### config.mk
export PLATFORM = sky130hd
export DESIGN_NAME = shield_black_level
export DESIGN_NICKNAME = d
export VERILOG_FILES = /design/src/rtl/bl_pkg.sv /design/src/rtl/bl_col_tracker.sv /design/src/rtl/bl_accum.sv /design/src/rtl/bl_recip_div.sv /design/src/rtl/bl_correct.sv /design/src/rtl/shield_black_level.sv
export SDC_FILE = /design/constraint.sdc
export NUM_CORES = 1
export LEC_CHECK = 0
export ABC_AREA = 1
export BUFFER_PORTS_ARGS = -buffer_cell sky130_fd_sc_hd__buf_2
export CORE_MARGIN = 2
export CORE_UTILIZATION = 35
export CTS_CLUSTER_DIAMETER = 120
export DETAILED_ROUTE_END_ITERATION = 10
export GPL_TIMING_DRIVEN = 0
export SLEW_MARGIN = 20
export SYNTH_ARGS = -nofsm -noshare
export SYNTH_HDL_FRONTEND = slang
export SYNTH_SLANG_ARGS = --single-unit
export TNS_END_PERCENT = 10
### constraint.sdc
create_clock -name clk -period 12.9 [get_ports clk]
set_input_delay 2.58 -clock clk [delete_from_list [all_inputs] [get_ports clk]]
set_output_delay 2.58 -clock clk [all_outputs]
set_load 0.01 [all_outputs]
### src/rtl/bl_pkg.sv
`timescale 1ns/1ps
package bl_pkg;

   // Clamp-at-zero subtraction shared by the correction stage.
   function automatic logic [15:0] sat_sub16(input logic [15:0] a, input logic [15:0] b);
      return (a > b) ? (a - b) : 16'd0;
   endfunction

   // Number of bits needed to hold the sum of n samples of w bits.
   function automatic int sum_width(input int w, input int n);
      return w + $clog2(n + 1);
   endfunction

endpackage

### src/rtl/bl_col_tracker.sv
`timescale 1ns/1ps
module bl_col_tracker #(
   parameter int EMPTY_COLS       = 4,
   parameter int LEAD_DARK        = 20,
   parameter int TRAIL_DARK       = 19,
   parameter int ACTIVE_COLS      = 4033,
   parameter int DUAL_ACTIVE_COLS = 2016
) (
   input  logic clk,
   input  logic rst_n,
   input  logic pix_valid,
   input  logic line_start,
   input  logic dual_tap,
   input  logic skip_line,
   output logic qual,
   output logic last_qual,
   output logic is_image,
   output logic line_dual,
   output logic line_skip,
   output logic line_head
);
   localparam int IMG_LO_I   = EMPTY_COLS + LEAD_DARK;
   localparam int IDLE_I     = IMG_LO_I + ACTIVE_COLS + TRAIL_DARK;
   localparam int IDX_W      = $clog2(IDLE_I + 1);

   localparam logic [IDX_W-1:0] C_LEAD_LO  = IDX_W'(EMPTY_COLS + 1);
   localparam logic [IDX_W-1:0] C_LEAD_HI  = IDX_W'(IMG_LO_I - 2);
   localparam logic [IDX_W-1:0] C_IMG_LO   = IDX_W'(IMG_LO_I);
   localparam logic [IDX_W-1:0] C_IMG_HI_S = IDX_W'(IMG_LO_I + ACTIVE_COLS - 1);
   localparam logic [IDX_W-1:0] C_IMG_HI_D = IDX_W'(IMG_LO_I + DUAL_ACTIVE_COLS - 1);
   localparam logic [IDX_W-1:0] C_TR_LO    = IDX_W'(IMG_LO_I + ACTIVE_COLS + 1);
   localparam logic [IDX_W-1:0] C_TR_HI    = IDX_W'(IDLE_I - 2);
   localparam logic [IDX_W-1:0] C_IDLE     = IDX_W'(IDLE_I);

   logic [IDX_W-1:0] col_q, idx;
   logic             mode_q, skip_q;
   logic             in_lead, in_trail, img_hi_ok;

   assign line_head = pix_valid && line_start;
   assign idx       = line_head ? '0 : col_q;
   assign line_dual = line_head ? dual_tap  : mode_q;
   assign line_skip = line_head ? skip_line : skip_q;

   always_ff @(posedge clk or negedge rst_n) begin
      if (!rst_n) begin
         col_q  <= C_IDLE;
         mode_q <= 1'b0;
         skip_q <= 1'b0;
      end else if (pix_valid) begin
         col_q <= (idx == C_IDLE) ? C_IDLE : idx + 1'b1;
         if (line_start) begin
            mode_q <= dual_tap;
            skip_q <= skip_line;
         end
      end
   end

   assign in_lead   = (idx >= C_LEAD_LO) && (idx <= C_LEAD_HI);
   assign in_trail  = !line_dual && (idx >= C_TR_LO) && (idx <= C_TR_HI);
   assign img_hi_ok = line_dual ? (idx <= C_IMG_HI_D) : (idx <= C_IMG_HI_S);

   assign qual      = pix_valid && (in_lead || in_trail);
   assign last_qual = qual && (line_dual ? (idx == C_LEAD_HI) : (idx == C_TR_HI));
   assign is_image  = pix_valid && (idx >= C_IMG_LO) && img_hi_ok;

endmodule

### src/rtl/bl_accum.sv
`timescale 1ns/1ps
module bl_accum #(
   parameter int PIX_W = 12,
   parameter int SUM_W = 18
) (
   input  logic             clk,
   input  logic             rst_n,
   input  logic             pix_valid,
   input  logic             line_head,
   input  logic             qual,
   input  logic             last_qual,
   input  logic             line_dual,
   input  logic             line_skip,
   input  logic [PIX_W-1:0] pix_data,
   output logic             fin_go,
   output logic             fin_dual,
   output logic [SUM_W-1:0] fin_sum
);
   logic [SUM_W-1:0] acc_q, base, addend, nxt;

   assign base   = line_head ? '0 : acc_q;
   assign addend = qual ? {{(SUM_W-PIX_W){1'b0}}, pix_data} : '0;
   assign nxt    = base + addend;

   always_ff @(posedge clk or negedge rst_n) begin
      if (!rst_n) begin
         acc_q    <= '0;
         fin_go   <= 1'b0;
         fin_dual <= 1'b0;
         fin_sum  <= '0;
      end else begin
         fin_go <= last_qual && !line_skip;
         if (pix_valid) acc_q <= nxt;
         if (last_qual) begin
            fin_sum  <= nxt;
            fin_dual <= line_dual;
         end
      end
   end

endmodule

### src/rtl/bl_recip_div.sv
`timescale 1ns/1ps
module bl_recip_div #(
   parameter int SUM_W   = 18,
   parameter int OUT_W   = 12,
   parameter int DIVISOR = 35,
   parameter bit ROUND   = 1'b1
) (
   input  logic [SUM_W-1:0] sum,
   output logic [OUT_W-1:0] quot
);
   localparam int NUM_W = SUM_W + 2;
   localparam int D2    = 2 * DIVISOR;
   localparam int DC    = $clog2(D2);
   localparam int K     = NUM_W + DC + 1;
   localparam longint unsigned SCALE = 64'd1 << K;
   localparam longint unsigned RECIP = (SCALE + longint'(D2) - 1) / longint'(D2);
   localparam int M_W   = K - DC + 2;
   localparam int P_W   = NUM_W + M_W;
   localparam logic [M_W-1:0] RECIP_V = M_W'(RECIP);

   if (K > 60) begin : g_k_err
      $error("bl_recip_div: reciprocal scale too wide");
   end
   if (P_W - K <= OUT_W) begin : g_w_err
      $error("bl_recip_div: product too narrow for quotient");
   end

   logic [NUM_W-1:0] bias, num;
   logic [P_W-1:0]   prod, shifted;

   if (ROUND) begin : g_round
      assign bias = NUM_W'(DIVISOR);
   end else begin : g_trunc
      assign bias = '0;
   end

   // floor((2*sum + bias) / (2*DIVISOR)) through a fixed reciprocal
   assign num     = {1'b0, sum, 1'b0} + bias;
   assign prod    = {{M_W{1'b0}}, num} * {{NUM_W{1'b0}}, RECIP_V};
   assign shifted = prod >> K;
   assign quot    = (|shifted[P_W-1:OUT_W]) ? '1 : shifted[OUT_W-1:0];

endmodule

### src/rtl/bl_correct.sv
`timescale 1ns/1ps
module bl_correct #(
   parameter int PIX_W = 12
) (
   input  logic             clk,
   input  logic             rst_n,
   input  logic             pix_valid,
   input  logic             is_image,
   input  logic             corr_en,
   input  logic [PIX_W-1:0] pix_data,
   input  logic [PIX_W-1:0] dark_level,
   output logic             out_valid,
   output logic             out_image,
   output logic [PIX_W-1:0] out_data
);
   logic [PIX_W:0] diff;
   logic [PIX_W-1:0] clamped;

   assign diff    = {1'b0, pix_data} - {1'b0, dark_level};
   assign clamped = diff[PIX_W] ? '0 : diff[PIX_W-1:0];

   always_ff @(posedge clk or negedge rst_n) begin
      if (!rst_n) begin
         out_valid <= 1'b0;
         out_image <= 1'b0;
         out_data  <= '0;
      end else begin
         out_valid <= pix_valid;
         out_image <= is_image;
         out_data  <= (is_image && corr_en) ? clamped : pix_data;
      end
   end

endmodule

### src/rtl/shield_black_level.sv
`timescale 1ns/1ps
module shield_black_level #(
   parameter int PIX_W            = 12,
   parameter int EMPTY_COLS       = 4,
   parameter int LEAD_DARK        = 20,
   parameter int TRAIL_DARK       = 19,
   parameter int ACTIVE_COLS      = 4033,
   parameter int DUAL_ACTIVE_COLS = 2016,
   parameter bit ROUND            = 1'b1
) (
   input  logic             clk,
   input  logic             rst_n,
   input  logic             pix_valid,
   input  logic [PIX_W-1:0] pix_data,
   input  logic             line_start,
   input  logic             skip_line,
   input  logic             dual_tap,
   input  logic             corr_en,
   output logic [PIX_W-1:0] dark_level,
   output logic             dark_valid,
   output logic             out_valid,
   output logic             out_image,
   output logic [PIX_W-1:0] out_data
);
   import bl_pkg::*;

   localparam int N_LEAD   = LEAD_DARK - 2;
   localparam int N_SINGLE = N_LEAD + TRAIL_DARK - 2;
   localparam int SUM_W    = sum_width(PIX_W, N_SINGLE);

   if (EMPTY_COLS < 1 || LEAD_DARK < 3 || TRAIL_DARK < 3) begin : g_band_err
      $error("shield_black_level: band sizes too small");
   end
   if (DUAL_ACTIVE_COLS > ACTIVE_COLS || DUAL_ACTIVE_COLS < 1) begin : g_dual_err
      $error("shield_black_level: dual image width out of range");
   end

   logic qual, last_qual, is_image, line_dual, line_skip, line_head;
   logic fin_go, fin_dual;
   logic [SUM_W-1:0] fin_sum;
   logic [PIX_W-1:0] q_single, q_dual;

   bl_col_tracker #(
      .EMPTY_COLS(EMPTY_COLS), .LEAD_DARK(LEAD_DARK), .TRAIL_DARK(TRAIL_DARK),
      .ACTIVE_COLS(ACTIVE_COLS), .DUAL_ACTIVE_COLS(DUAL_ACTIVE_COLS)
   ) u_track (
      .clk(clk), .rst_n(rst_n), .pix_valid(pix_valid), .line_start(line_start),
      .dual_tap(dual_tap), .skip_line(skip_line), .qual(qual), .last_qual(last_qual),
      .is_image(is_image), .line_dual(line_dual), .line_skip(line_skip),
      .line_head(line_head)
   );

   bl_accum #(.PIX_W(PIX_W), .SUM_W(SUM_W)) u_acc (
      .clk(clk), .rst_n(rst_n), .pix_valid(pix_valid), .line_head(line_head),
      .qual(qual), .last_qual(last_qual), .line_dual(line_dual), .line_skip(line_skip),
      .pix_data(pix_data), .fin_go(fin_go), .fin_dual(fin_dual), .fin_sum(fin_sum)
   );

   bl_recip_div #(.SUM_W(SUM_W), .OUT_W(PIX_W), .DIVISOR(N_SINGLE), .ROUND(ROUND)) u_div_s (
      .sum(fin_sum), .quot(q_single)
   );

   bl_recip_div #(.SUM_W(SUM_W), .OUT_W(PIX_W), .DIVISOR(N_LEAD), .ROUND(ROUND)) u_div_d (
      .sum(fin_sum), .quot(q_dual)
   );

   always_ff @(posedge clk or negedge rst_n) begin
      if (!rst_n) begin
         dark_level <= '0;
         dark_valid <= 1'b0;
      end else begin
         dark_valid <= fin_go;
         if (fin_go) dark_level <= fin_dual ? q_dual : q_single;
      end
   end

   bl_correct #(.PIX_W(PIX_W)) u_corr (
      .clk(clk), .rst_n(rst_n), .pix_valid(pix_valid), .is_image(is_image),
      .corr_en(corr_en), .pix_data(pix_data), .dark_level(dark_level),
      .out_valid(out_valid), .out_image(out_image), .out_data(out_data)
   );

endmodule

==> impl_metrics.json <==
{
  "design.die.area_um2": 60430,
  "grt-ovfl-total": 0,
  "crit_fanout": 10,
  "floorplan.initialDensity": 0.3540,
  "min_delay_path_depth": 0,
  "dieHeight_um": 245.8,
  "numClockSinks": 79,
  "synthCells": 2725,
  "synth_cell_types": 51,
  "grt_antenna_before_repair": 0,
  "final_period_minus_worst_setup_slack_ns": 9.089,
  "groute.usage.overall": 0.1900,
  "root_buffer": "clkbuf_16",
  "timing.final.max_slew_violations": 0,
  "setup_viol": 0,
  "design.portCount": 46,
  "crit_arrival_ns": 9.32,
  "avgRoutedWirePerCell_um": 15.55,
  "design.final.nets": 3432,
  "numCtsBuffers": 9,
  "yosys_warnings": 0,
  "worst-path-stages": 35,
  "cts.repair.resized": 0,
  "synthesis.nets": 3375,
  "grt_pass1_wl_um": 90760,
  "synth_seq_cells": 79,
  "clock-skew-final_ns": 0.009664,
  "number_of_violations_reported_at_the_end_of_detailed_routing_iteration_0": 877,
  "finalHoldViolations": 0,
  "setup_tns_ns": 0,
  "grt_start_max_net_pins": 53,
  "die_w_um": 245.8,
  "finalWirelength_um": 55230,
  "insertedDiodeCount": 0,
  "cts-root-to-sink-buffers": 2,
  "synth-main-ff-cell": "dfrtp_1",
  "postCtsHoldBufs": 0,
  "max_stage_delay_ns": 0.72,
  "timing.fmax_mhz": 110.0,
  "h_tree_depth": 3,
  "crit_path_end_kind": "register",
  "critPathRequiredTime_ns": 13.13,
  "final_non_filler_cell_total": 3552,
  "portBuffers": 45,
  "post_route_cells_drive_above_1_share": 0.04342,
  "post_cts.repair.setup_buffers": 0,
  "gp_congestion": 0.9360,
  "clk-insertion-delay-late_ns": 0.35,
  "post-route-period-util": 0.7045,
  "cts.reportedPaths.clkPinSlew_ns": 0.07,
  "grt_pass1_vias": 17090,
  "postSynthAreaPerCell_um2": 7.510,
  "timing.critical_path.from_type": "register",
  "ant_nets": 0,
  "reg2regPathDepth": 35,
  "vias": 16580,
  "status": "finished, final reports clean",
  "max_cap_viol_count": 0,
  "synth_sequential_area_ratio": 0.09714,
  "crit_family": "adder cells",
  "share_of_synthesized_registers_carrying_an_async_set_or_reset": 1.000,
  "detail_route.vias_per_cell": 4.668,
  "post-route-drc-count": 0,
  "critical-path-slowest-cell": "xor2_1",
  "hold_path_class": "register to register",
  "number_of_buffers_and_inverters_on_the_critical_path": 8,
  "synth-edff-count": 0,
  "rows": 88,
  "worst-setup-path-type": "register to register",
  "crit_path_frequent_cell": "inv_1",
  "area_growth_pct": 7.294,
  "worstMarginPinSlew_ns": 1.128,
  "number_of_iterations_in_the_first_detailed_routing_pass": 5,
  "post-place-cells": 3536,
  "dp.final_hpwl_um": 49680,
  "grt_setup_unrepaired": "false",
  "placeableCoreArea_um2": 57810,
  "cts_tree": "built",
  "relative_slew_slack": 0.2458,
  "post_synthesis_instance_area_um2": 20470
}
-- synthesized netlist by cell type (6+ instances only) --
library cell    n  area (µm²)
a21oi_1        92       460.4
xor2_1         50       437.9
nand3b_1       13       97.59
xnor2_1        24       210.2
o21ai_1         8       40.04
dfstp_2         9       236.5
nor2_1        199       747.0
nor3_1         30       150.1
nand4_1        29       181.4
dfrtp_1        70        1752
nor4_1         10       62.56
fa_1          224        4484
nor2_2          7       43.79
clkbuf_1        9       33.78
buf_2           7       35.03
nand2_1       566        2125
o21bai_1       29       217.7
a21o_1          6       45.04
inv_1         691        2594
nand3_1       106       530.5
ha_1          407        5092
o21ai_0        74       370.4
o21ai_2         7       61.31
-- routing by layer --
layer,global-route usage,vias up,part of all wire
met3,0.01091,52,0.033
met2,0.3231,293,0.47
met1,0.2649,7722,0.48
met5,0,-,0
li1,-,8513,-
met4,0.04171,0,0.021
-- cells by family after synthesis --
kind of cell | share of synthesized area
fa+ha+maj | 0.4679
xor+xnor | 0.03167
flops | 0.09715
simple gates | 0.2034
compound gates | 0.06529
buf+inv | 0.1346
-- layout make-up --
class,count,area [µm²]
Tap cell,765,957.2
Inverter,696,2613
Fill cell,6111,35850
Buffer,23,141.4
Clock inverter,7,55.05
Timing Repair Buffer,46,255.2
Sequential cell,79,1988
Multi-Input combinational cell,1927,15720
Clock buffer,9,225.2
-- state kept, by name, summed over array words and instances (netlist names) --
name,cells
u_acc.acc_q,18
u_acc.fin_sum,18
dark_level,12
u_corr.out_data,12
u_track.col_q,12
dark_valid,1
u_acc.fin_dual,1
u_acc.fin_go,1
u_corr.out_image,1
u_corr.out_valid,1
u_track.mode_q,1
u_track.skip_q,1
-- final timing paths --
check,from,end,slack [ns]
worst max-delay path,u_acc.fin_sum[0],dark_level[2],3.81
worst min-delay path,u_acc.fin_go,dark_valid,0.46
worst max register to register,u_acc.fin_sum[0],dark_level[2],3.81
worst min register to register,u_acc.fin_go,dark_valid,0.46
max in group asynchronous,rst_n,u_track.col_q[2],10.11
min in group asynchronous,rst_n,u_acc.acc_q[4],2.16
-- cell usage in the layout, fill, tap and decap left out, types with 3 or more instances in the layout --
| master | n |
|---|---|
| a21o_1 | 6 |
| buf_2 | 51 |
| nor3_1 | 30 |
| inv_1 | 691 |
| fa_1 | 224 |
| a31oi_1 | 5 |
| clkbuf_16 | 9 |
| nor2_1 | 199 |
| dfstp_2 | 9 |
| a21oi_1 | 92 |
| o21bai_1 | 29 |
| o22ai_1 | 3 |
| buf_4 | 3 |
| nand2_1 | 566 |
| o21ai_1 | 8 |
| nor4_1 | 10 |
| nand2_2 | 4 |
| nand3_1 | 106 |
| buf_6 | 3 |
| a21boi_0 | 3 |
| clkbuf_1 | 9 |
| nand3b_1 | 13 |
| inv_6 | 3 |
| xnor2_1 | 24 |
| o21ai_2 | 7 |
| nor2_2 | 7 |
| nand4_1 | 29 |
| inv_2 | 5 |
| o21ai_0 | 74 |
| dfrtp_1 | 70 |
| xor2_1 | 50 |
| or2_2 | 5 |
| and2_1 | 5 |
| ha_1 | 407 |
-- metrics by stage --
step                        util  setup WS (ns)  hold WS, ns  instance area [µm²]
final                     0.3799          3.811       0.4599                21960
after global placement    0.3745          3.828       0.4680                21650
after CTS                 0.3799          3.828       0.4676                21960
after detailed placement  0.3750          3.866       0.4621                21680
after floorplan                -          5.709       0.3929                20470
after global routing      0.3799          3.140       0.4806                21960
Power is not shown: default switching activity piles up to over one toggle a cycle in this logic, so the estimate is an artifact.
